==> src/rtl/lfd_pkg.sv <==
package lfd_pkg;

    localparam int VAL_W   = 12;
    localparam int MOD_W   = VAL_W + 1;
    localparam int OFFSET  = 8;
    localparam int MOD_MIN = 12;

    typedef enum logic [0:0] {
        ST_COUNT = 1'b0,
        ST_WRAP  = 1'b1
    } div_state_t;

endpackage

==> src/rtl/lfd_modulus.sv <==
module lfd_modulus
    import lfd_pkg::*;
#(
    parameter int VW     = VAL_W,
    parameter int OFS    = OFFSET,
    parameter int MINMOD = MOD_MIN
) (
    input  logic          clk,
    input  logic          rst_n,
    input  logic          load,
    input  logic [VW-1:0] prog_val,
    output logic [VW:0]   mod_q
);

    localparam int MW = VW + 1;
    localparam logic [MW-1:0] MIN_V = MW'(MINMOD);
    localparam logic [MW-1:0] MAX_V = MW'((1 << VW) - 1 + OFS);

    logic [MW-1:0] sum;
    logic [MW-1:0] clamped;

    always_comb begin
        sum = {1'b0, prog_val} + MW'(OFS);
        clamped = (sum < MIN_V) ? MIN_V : sum;
    end

    always_ff @(posedge clk or negedge rst_n) begin
        if (!rst_n) begin
            mod_q <= MIN_V;
        end else if (load) begin
            mod_q <= clamped;
        end
    end


    mod_range_chk: assert property (@(posedge clk) disable iff (!rst_n)
        (mod_q >= MIN_V) && (mod_q <= MAX_V));


    mod_hold_chk: assert property (@(posedge clk) disable iff (!rst_n)
        !load |=> $stable(mod_q));

endmodule

==> src/rtl/lfd_div_fsm.sv <==
module lfd_div_fsm
    import lfd_pkg::*;
#(
    parameter int MW = MOD_W
) (
    input  logic          clk,
    input  logic          rst_n,
    input  logic          load,
    input  logic [MW-1:0] mod_val,
    output logic          div_pulse
);

    div_state_t    state_q, state_d;
    logic [MW-1:0] cnt_q, cnt_d;
    logic [MW-1:0] wrap_at;

    assign wrap_at = mod_val - MW'(2);

    always_ff @(posedge clk or negedge rst_n) begin
        if (!rst_n) begin
            state_q <= ST_COUNT;
            cnt_q   <= '0;
        end else begin
            state_q <= state_d;
            cnt_q   <= cnt_d;
        end
    end

    always_comb begin
        state_d = state_q;
        cnt_d   = cnt_q;
        if (load) begin
            state_d = ST_COUNT;
            cnt_d   = '0;
        end else begin
            unique case (state_q)
                ST_COUNT: begin
                    if (cnt_q >= wrap_at) begin
                        state_d = ST_WRAP;
                        cnt_d   = cnt_q + MW'(1);
                    end else begin
                        cnt_d   = cnt_q + MW'(1);
                    end
                end
                ST_WRAP: begin
                    state_d = ST_COUNT;
                    cnt_d   = '0;
                end
                default: begin
                    state_d = ST_COUNT;
                    cnt_d   = '0;
                end
            endcase
        end
    end

    always_comb begin
        unique case (state_q)
            ST_WRAP:  div_pulse = 1'b1;
            default:  div_pulse = 1'b0;
        endcase
    end


    cnt_bound_chk: assert property (@(posedge clk) disable iff (!rst_n)
        cnt_q < mod_val);


    pulse_single_chk: assert property (@(posedge clk) disable iff (!rst_n)
        div_pulse |=> !div_pulse);


    restart_quiet_chk: assert property (@(posedge clk) disable iff (!rst_n)
        load |=> !div_pulse);

endmodule

==> src/rtl/lfd_edge_sync.sv <==
module lfd_edge_sync #(
    parameter int STAGES = 2
) (
    input  logic clk,
    input  logic rst_n,
    input  logic async_in,
    output logic rise_pulse
);

    logic [STAGES-1:0] chain_q;
    logic              prev_q;

    generate
        for (genvar i = 0; i < STAGES; i++) begin : g_stage
            if (i == 0) begin : g_first
                always_ff @(posedge clk or negedge rst_n) begin
                    if (!rst_n) chain_q[0] <= 1'b0;
                    else        chain_q[0] <= async_in;
                end
            end else begin : g_rest
                always_ff @(posedge clk or negedge rst_n) begin
                    if (!rst_n) chain_q[i] <= 1'b0;
                    else        chain_q[i] <= chain_q[i-1];
                end
            end
        end
    endgenerate

    always_ff @(posedge clk or negedge rst_n) begin
        if (!rst_n) prev_q <= 1'b0;
        else        prev_q <= chain_q[STAGES-1];
    end

    assign rise_pulse = chain_q[STAGES-1] & ~prev_q;


    sync_single_chk: assert property (@(posedge clk) disable iff (!rst_n)
        rise_pulse |=> !rise_pulse);

endmodule

==> src/rtl/line_fb_divider.sv <==
module line_fb_divider
    import lfd_pkg::*;
#(
    parameter int VW          = VAL_W,
    parameter int SYNC_STAGES = 2
) (
    input  logic          clk,
    input  logic          rst_n,
    input  logic [VW-1:0] prog_val,
    input  logic          pll_restart,
    input  logic          fbk_sel,
    input  logic          ext_fb,
    input  logic          ext_fb_inv,
    input  logic          func_sel,
    input  logic          hsync_in,
    output logic          fb_out,
    output logic          func_out
);

    localparam int MW = VW + 1;

    logic [MW-1:0] mod_w;
    logic          div_pulse;
    logic          hs_pulse;

    lfd_modulus #(.VW(VW), .OFS(OFFSET), .MINMOD(MOD_MIN)) u_mod (
        .clk      (clk),
        .rst_n    (rst_n),
        .load     (pll_restart),
        .prog_val (prog_val),
        .mod_q    (mod_w)
    );

    lfd_div_fsm #(.MW(MW)) u_fsm (
        .clk       (clk),
        .rst_n     (rst_n),
        .load      (pll_restart),
        .mod_val   (mod_w),
        .div_pulse (div_pulse)
    );

    lfd_edge_sync #(.STAGES(SYNC_STAGES)) u_sync (
        .clk        (clk),
        .rst_n      (rst_n),
        .async_in   (hsync_in),
        .rise_pulse (hs_pulse)
    );

    assign fb_out   = fbk_sel  ? (ext_fb ^ ext_fb_inv) : div_pulse;
    assign func_out = func_sel ? hs_pulse : div_pulse;


    reset_quiet_chk: assert property (@(posedge clk)
        !rst_n |-> !div_pulse && !hs_pulse);

endmodule

==> config.mk <==
export PLATFORM = sky130hd
export DESIGN_NAME = line_fb_divider
export DESIGN_NICKNAME = d
export VERILOG_FILES = /design/src/rtl/lfd_pkg.sv /design/src/rtl/lfd_modulus.sv /design/src/rtl/lfd_div_fsm.sv /design/src/rtl/lfd_edge_sync.sv /design/src/rtl/line_fb_divider.sv
export SDC_FILE = /design/constraint.sdc
export NUM_CORES = 1
export LEC_CHECK = 0
export BUFFER_PORTS_ARGS = -buffer_cell sky130_fd_sc_hd__buf_2
export CAP_MARGIN = 30
export CORE_UTILIZATION = 50
export CTS_BUF_LIST = sky130_fd_sc_hd__clkbuf_4 sky130_fd_sc_hd__clkbuf_8
export DETAILED_ROUTE_END_ITERATION = 7
export GPL_ROUTABILITY_DRIVEN = 0
export GPL_TIMING_DRIVEN = 0
export PLACE_DENSITY = 0.68
export SLEW_MARGIN = 20
export SYNTH_ARGS = -nofsm -noshare
export SYNTH_HDL_FRONTEND = slang
export SYNTH_HIERARCHICAL = 1
export SYNTH_SLANG_ARGS = --single-unit
==> constraint.sdc <==
create_clock -name clk -period 3.05 [get_ports clk]
set_input_delay 0.305 -clock clk [delete_from_list [all_inputs] [get_ports clk]]
set_output_delay 0.305 -clock clk [all_outputs]
set_load 0.02 [all_outputs]
==> qor_table.md, run 1 <==
| Group | Item | This run |
|---|---|---|
| status | Run status | finished, final reports clean |
| critical path | Worst path max stage delay | 0.41 ns |
| placement | HPWL Detailed | 2910 um |
| power and ir drop | Sequential share of power | 47.8% |
| sta | Share of the cycle needed by the critical path after routing | 75.01% |
| yosys | Proportion of synthesized area in mux cells | 2.783% |
| clocking | TritonCTS Sinks | 30 |
| critical path | Slowest library cell on the worst path | dfrtp_1 |
| sta | Worst slew slack as a fraction of its limit | 55.92% |
| yosys | Yosys top cell by area | dfrtp_1 |
| sta | Worst Hold Slack | 0.04910 ns |
| power and ir drop | Combinational share of power | 16.2% |
| yosys | Total nets after synthesis | 257 |
| yosys | Most repeated cell in the gate-level netlist after synthesis | dfrtp_1 |
| placement | Number of buffers inserted by port buffering | 18 |
| sta | Transition time at the pin with the least slew margin | 0.6612 ns |
| routing | Average wire per cell in the routed design | 13.00 um |
| cells and area | Share of post-route cells with drive strength above 1 | 17.48% |
| cells and area | Share of the core filled with cells | 60.15% |
| routing | Detailed-router iteration count before antenna repair | 4 |
| clocking | Buffers from clock root to sink, at most | 2 |
| clocking | Count of hold buffers inserted by post-cts repair | 0 |
| yosys | Synthesis warning total | 6 |
| routing | DRC viols | 0 |
| clocking | Clock latency reported for the late side of the worst-skew pair | 0.28 ns |
| routing | Remaining antenna violation count | 0 |
| min path | Hold Path Class | input pin to asynchronous set/reset pin |
| floorplanning | Chip width | 65.61 um |
| critical path | Max Fanout on Critical Path | 4 |
| critical path | Required arrival time at the worst endpoint | 3.24 ns |
| sta | Total Neg Setup Slack | 0 ns |
| clocking | Buffer type at the clock tree root | clkbuf_8 |
| yosys | Netlist area before placement | 2023 um^2 |
| critical path | Endpoint class of the critical path | register |
| yosys | Dominant combinational cell family by area after synthesis | simple AND/OR/NAND/NOR gates |
| yosys | Adder and majority gate portion of the synthesized area | 10.51% |
| yosys | #FFs+latches synth | 30 |
| cells and area | Layout Area Growth over Synthesis | 12.12% |
| global routing | Number of antenna violations at the first check in global routing | 0 |
| clocking | Clock buffer count from CTS | 5 |
| sta | Clk_skew | 0.006573 ns |
| floorplanning | Die Ht | 65.61 um |
| job | Number of violations of the max-capacitance limit | 0 |
| floorplanning | Effective utilization at floorplan | 53.65% |
| yosys | XOR/XNOR Fraction of Synth Area | 11.69% |
| sta | # setup viols final | 0 |
| yosys | Synth cell count leaders | 28 x dfrtp_1, 25 x nor2_1, 19 x a21oi_1 |
| power and ir drop | Highest ir drop seen on vdd | 0.0003208 V |
| power and ir drop | PwrDens | 415.2 nW/um^2 |
| routing | Overall routed net length | 3821 um |
| clocking | Number of gates resized after CTS | 0 |
| critical path | Critical setup path kind | register to register |
| global routing | Overflow left after global routing | 0 |
| yosys | Post-synthesis sequential area ratio | 37.23% |
| yosys | Synth top area share | 34.63% |
| power and ir drop | Switching power as a share of total power | 27.65% |
| critical path | Data arrival time of the worst path | 2.48 ns |
| sta | Count of final max-slew check failures | 0 |
| floorplanning | IO Pins | 22 |
| cells and area | Diodes inserted | 0 |
| yosys | Mapped Avg Cell Area | 9.196 um^2 |
| sta | Minimum period implied by the final worst setup slack | 2.288 ns |
| sta | Highest attainable clock frequency | 437.1 MHz |
| yosys | Post-synthesis compound-gate area fraction | 11.56% |
| global routing | Vias in the first global route | 1484 |
| critical path | Type of element launching the critical path | register |
| placement | Number of placed instances, taps included | 286 |
| floorplanning | Standard-cell row count | 22 |
| sta | RSZ-0062 raised after global routing | false |
| routing | Via-to-Cell Ratio | 5.412 |
| floorplanning | Die Area | 4305 um^2 |
| yosys | Fraction of the mapped netlist area in simple logic gates | 21.65% |
| power and ir drop | Internal power of the cells | 0.6814 mW |
| yosys | Synthesized instance count | 220 |
| yosys | Count of distinct cell types in the synthesized netlist | 44 |
| routing | Violation count after the first detailed-routing iteration | 82 |
| clocking | Total number of H-tree levels | 2 |
| clocking | Clock tree from TritonCTS | done |
| sta | Worst path setup slack after routing | 0.7623 ns |
| yosys | Async S/R FF share, synth | 100.0% |
| yosys | Post-synth EDFFs | 0 |
| clocking | Post-CTS Setup Repair Bufs | 0 |
| yosys | Leading cell types by total area after synthesis | dfrtp_1 35%, ha_1 11%, xnor2_1 7.8% |
| global routing | Pin count of the biggest net entering global routing | 31 |
| cells and area | Count of placed standard cells in the final layout, fillers left out | 294 |
| sta | Final Hold Vio Count | 0 |
| power and ir drop | Net switching component of the power | 0.2604 mW |
| placement | Minimum setup slack after placement | 0.8157 ns |
| routing | Vias | 1591 |
| power and ir drop | Clock Power Share | 36.0% |
| global routing | GR Util All Layers | 20.88% |
| critical path | Cells along the critical path | nor4_1, nand2_1, nor3_1, xnor2_1, ha_1, nand3_1, o31ai_1, a21oi_1, o211ai_1 |
| power and ir drop | Leakage power total | 0.9754 nW |
| cells and area | Nets | 282 |
| clocking | Clock edge transition at the registers on the reported setup and hold paths | 0.07 ns |
| floorplanning | Floorplan core area | 3771 um^2 |
| global routing | First-pass GRT wire length | 6644 um |
| yosys | Main flop type after synthesis | dfrtp_1 |
-- registers in the layout, summed over array words and instances (netlist names) --
signal / flops
u_sync/chain_q: 2
u_sync/prev_q: 1
u_fsm/cnt_q: 13
u_mod/mod_q: 13
u_fsm/state_q: 1
-- placed cells by master, fill, tap and decap left out, types with 2 or more instances in the layout --
cell type	n
buf_6	2
nor3_1	5
nand2_1	12
a21oi_1	19
and4_4	2
dfstp_2	2
mux2i_1	3
buf_2	20
clkbuf_8	6
and2_1	2
nor2_1	25
xnor2_1	18
inv_1	12
nand3_1	11
xor2_1	9
clkbuf_1	4
or3_1	2
nor4_1	5
and3_1	2
dfrtp_1	28
o21ai_0	9
ha_1	17
nand4_1	7
-- per-layer routing --
layer / global-route usage, % / vias to the layer above / part of all wire [%]
li1: - / 824 / -
met1: 24.48 / 737 / 47
met2: 36.60 / 25 / 49
met3: 4.688 / 5 / 2.7
met4: 8.152 / 0 / 1.5
met5: 0 / - / 0
-- path summary, 6_finish.rpt --
path                            cells after the start               from                 to  slack, ns
worst min register to register                      0  u_sync/chain_q[0]  u_sync/chain_q[1]       0.35
max in group asynchronous                           1              rst_n     u_mod/mod_q[7]       2.57
min in group clk                                    1           hsync_in  u_sync/chain_q[0]       0.13
worst max-delay path                                9     u_mod/mod_q[5]      u_fsm/state_q       0.76
worst max register to register                      9     u_mod/mod_q[5]      u_fsm/state_q       0.76
worst min-delay path                                1              rst_n     u_fsm/cnt_q[2]       0.05
-- stage by stage --
stage | power (mW) | cell area (um^2)
global route | 0.9922 | 2268
detailed placement | 0.6099 | 2173
floorplan | 0.5558 | 2023
CTS | 0.9521 | 2268
global placement | 0.6061 | 2173
finish | 0.9418 | 2268
-- layout make-up --
class	instances	area (um^2)
fillers	339	1503
inverters	12	45.04
clock inverters	1	5.005
clock buffers	7	90.09
repair buffers	18	90.09
flip-flops and latches	30	753.2
well taps	48	60.06
multi-input cells	170	1177
plain buffers	8	47.55
-- kinds of logic (layout without fill, tap and decap cells) --
family	count (synthesis)	after routing
AND/OR/NAND/NOR	82	82
AO/OA/AOI/OAI	39	39
flip-flops	30	30
XOR/XNOR	27	27
buffers and inverters	20	46
adder cells (fa/ha/maj)	17	17
multiplexers	5	5
-- power by group through the flow --
stage	combinational (mW)	sequential (mW)	clock, mW
3_3_place_gp	0.149	0.457	0
2_1_floorplan	0.106	0.450	0
6_report	0.152	0.451	0.339
3_5_place_dp	0.152	0.457	0
4_1_cts	0.154	0.450	0.348
5_1_grt	0.173	0.454	0.366
-- worst max-delay path, delay by kind of cell, from the launching register on --
family	cells	cell delay (ns)
simple gates	4	0.82
compound gates	3	0.54
flops	1	0.41
fa+ha+maj	1	0.33
xor+xnor	1	0.10
Power figures use the tool's default switching activity.
==> inputs of run 2 (changes only) <==
- clock period: 3.05 -> 2.19 ns (I/O delays scaled with it)
==> run 2 against run 1 <==
  * Setup slack lost 0.75 ns
  * Highest routed layer unchanged
  * Largest power group unchanged
  * Sequential share of layout area decreased by 0.71 points
  * Clock power increased by 38%
  * Sequential power grew 40%
  * Routed wire length up 1.6%
  * Largest cell class unchanged
  * First-iteration DRC count grew 23%
==> qor_table.md, run 2 (synthesized netlist as in run 1, its figures left out) <==
| Group | Item | This run |
|---|---|---|
| routing | Remaining antenna violation count | 0 |
| placement | Minimum setup slack after placement | -0.04428 ns |
| placement | Placed Area | 2173 um^2 |
| critical path | Critical setup path kind | register to register |
| routing | DRC viols | 0 |
| cells and area | Largest registers ranked by flip-flop count | u_fsm/cnt_q (13), u_mod/mod_q (13), u_sync/chain_q (2) |
| floorplanning | Effective utilization at floorplan | 53.65% |
| placement | Number of buffers inserted by port buffering | 18 |
| critical path | Type of element launching the critical path | register |
| cells and area | FILL cells | 324 |
| floorplanning | IO Pins | 22 |
| sta | Clk_skew | 0.005783 ns |
| clocking | TritonCTS Sinks | 30 |
| critical path | Endpoint class of the critical path | register |
| power and ir drop | Leakage power total | 0.9906 nW |
| clocking | Buffer type at the clock tree root | clkbuf_8 |
| sta | Worst path setup slack after routing | 0.008086 ns |
| clocking | Clock latency reported for the late side of the worst-skew pair | 0.28 ns |
| cells and area | Area used by multi-input combinational logic | 1207 um^2 |
| floorplanning | Floorplan core area | 3771 um^2 |
| cells and area | Diodes inserted | 0 |
| sta | Minimum period implied by the final worst setup slack | 2.182 ns |
| power and ir drop | PwrDens | 570.7 nW/um^2 |
| sta | Worst Hold Slack | 0.04471 ns |
| routing | Overall routed net length | 3882 um |
| sta | Worst slew slack as a fraction of its limit | 55.70% |
| power and ir drop | Highest ir drop seen on vdd | 0.0004486 V |
| sta | RSZ-0062 raised after global routing | true |
| global routing | First-pass GRT wire length | 6679 um |
| global routing | Number of antenna violations at the first check in global routing | 0 |
| cells and area | Reg area | 755.7 um^2 |
| sta | Transition time at the pin with the least slew margin | 0.6645 ns |
| status | Run status | finished, final reports clean |
| routing | Average wire per cell in the routed design | 13.07 um |
| floorplanning | Chip width | 65.61 um |
| floorplanning | Die Ht | 65.61 um |
| clocking | Total number of H-tree levels | 2 |
| critical path | Required arrival time at the worst endpoint | 2.33 ns |
| placement | HPWL Detailed | 2910 um |
| sta | Count of final max-slew check failures | 0 |
| job | Number of violations of the max-capacitance limit | 0 |
| sta | Highest attainable clock frequency | 458.3 MHz |
| routing | Detailed-router iteration count before antenna repair | 4 |
| floorplanning | Die Area | 4305 um^2 |
| placement | Number of placed instances, taps included | 286 |
| routing | Via-to-Cell Ratio | 5.455 |
| floorplanning | Standard-cell row count | 22 |
| critical path | Max Fanout on Critical Path | 4 |
| cells and area | Layout Cell Area excl Fill | 2326 um^2 |
| routing | Violation count after the first detailed-routing iteration | 101 |
| clocking | Clock edge transition at the registers on the reported setup and hold paths | 0.06 ns |
| cells and area | Most common cell after layout, fill and taps aside | dfrtp_1 |
| clocking | Clock tree from TritonCTS | done |
| sta | Total Neg Setup Slack | 0 ns |
| sta | Share of the cycle needed by the critical path after routing | 99.63% |
| global routing | Overflow left after global routing | 0 |
| global routing | Pin count of the biggest net entering global routing | 31 |
| power and ir drop | Overall power after layout | 1.327 mW |
| cells and area | Share of post-route cells with drive strength above 1 | 21.29% |
| clocking | Buffers from clock root to sink, at most | 2 |
| sta | Final Hold Vio Count | 0 |
| cells and area | Nets | 285 |
| cells and area | Count of placed standard cells in the final layout, fillers left out | 297 |
| global routing | GR Util All Layers | 20.95% |
| cells and area | Layout Area Growth over Synthesis | 14.97% |
| sta | # setup viols final | 0 |
| min path | Hold Path Class | input pin to register |
| global routing | Vias in the first global route | 1493 |
| routing | Vias | 1620 |
| critical path | Data arrival time of the worst path | 2.33 ns |
| cells and area | Commonest cells after routing, fill and taps aside | 26 x dfrtp_1, 24 x nor2_1, 20 x buf_2 |
| cells and area | Share of the core filled with cells | 61.68% |
| clocking | Clock buffer count from CTS | 5 |
run 2: metal layers:
metal | global-route usage [%] | routed length (um) | part of all wire (%)
met5 | 0 | 0 | 0
met4 | 8.152 | 57 | 1.5
met3 | 4.688 | 121 | 3.1
met2 | 36.98 | 1934 | 50
met1 | 24.37 | 1769 | 46
run 2: final timing paths:
kind | start | end | slack [ns] | depth (start not counted)
max reg2reg | u_mod/mod_q[7] | u_fsm/state_q | 0.008 | 8
min | hsync_in | u_sync/chain_q[0] | 0.04 | 1
max in group asynchronous | rst_n | u_mod/mod_q[7] | 1.21 | 2
min reg2reg | u_sync/chain_q[0] | u_sync/chain_q[1] | 0.35 | 0
min in group asynchronous | rst_n | u_fsm/cnt_q[3] | 0.50 | 2
max | u_mod/mod_q[7] | u_fsm/state_q | 0.008 | 8
run 2: report_power, final:
group	switching (mW)	internal (mW)	total [mW]
clock	0.204	0.265	0.469
combinational	0.124	0.104	0.228
sequential	0.0411	0.589	0.630
total	0.369	0.958	1.33
run 2: critical path, cell delays in order (launching register included):
cell	delay, ns
dfrtp_2	0.41
or4_4	0.54
nor3_2	0.18
xnor2_1	0.14
ha_1	0.28
a21oi_1	0.16
nand2_1	0.08
a21oi_1	0.13
o211ai_1	0.13
run 2: layout make-up:
cell class / count / area share (%)
Tap cell: 48 / 2.582
Clock buffer: 7 / 3.873
Inverter: 12 / 1.937
Multi-Input combinational cell: 170 / 51.91
Timing Repair Buffer: 21 / 4.949
Sequential cell: 30 / 32.49
Clock inverter: 1 / 0.2152
Buffer: 8 / 2.044
run 2: repair_timing:
item                                    4_1_cts  5_1_grt
resized for setup                             4        5
cloned                                        0        0
endpoints found under the hold margin        28        0
hold buffers                                  1        0
buffers inserted                              1        1
pin swaps                                     1        7
endpoints found under the setup margin        1        1
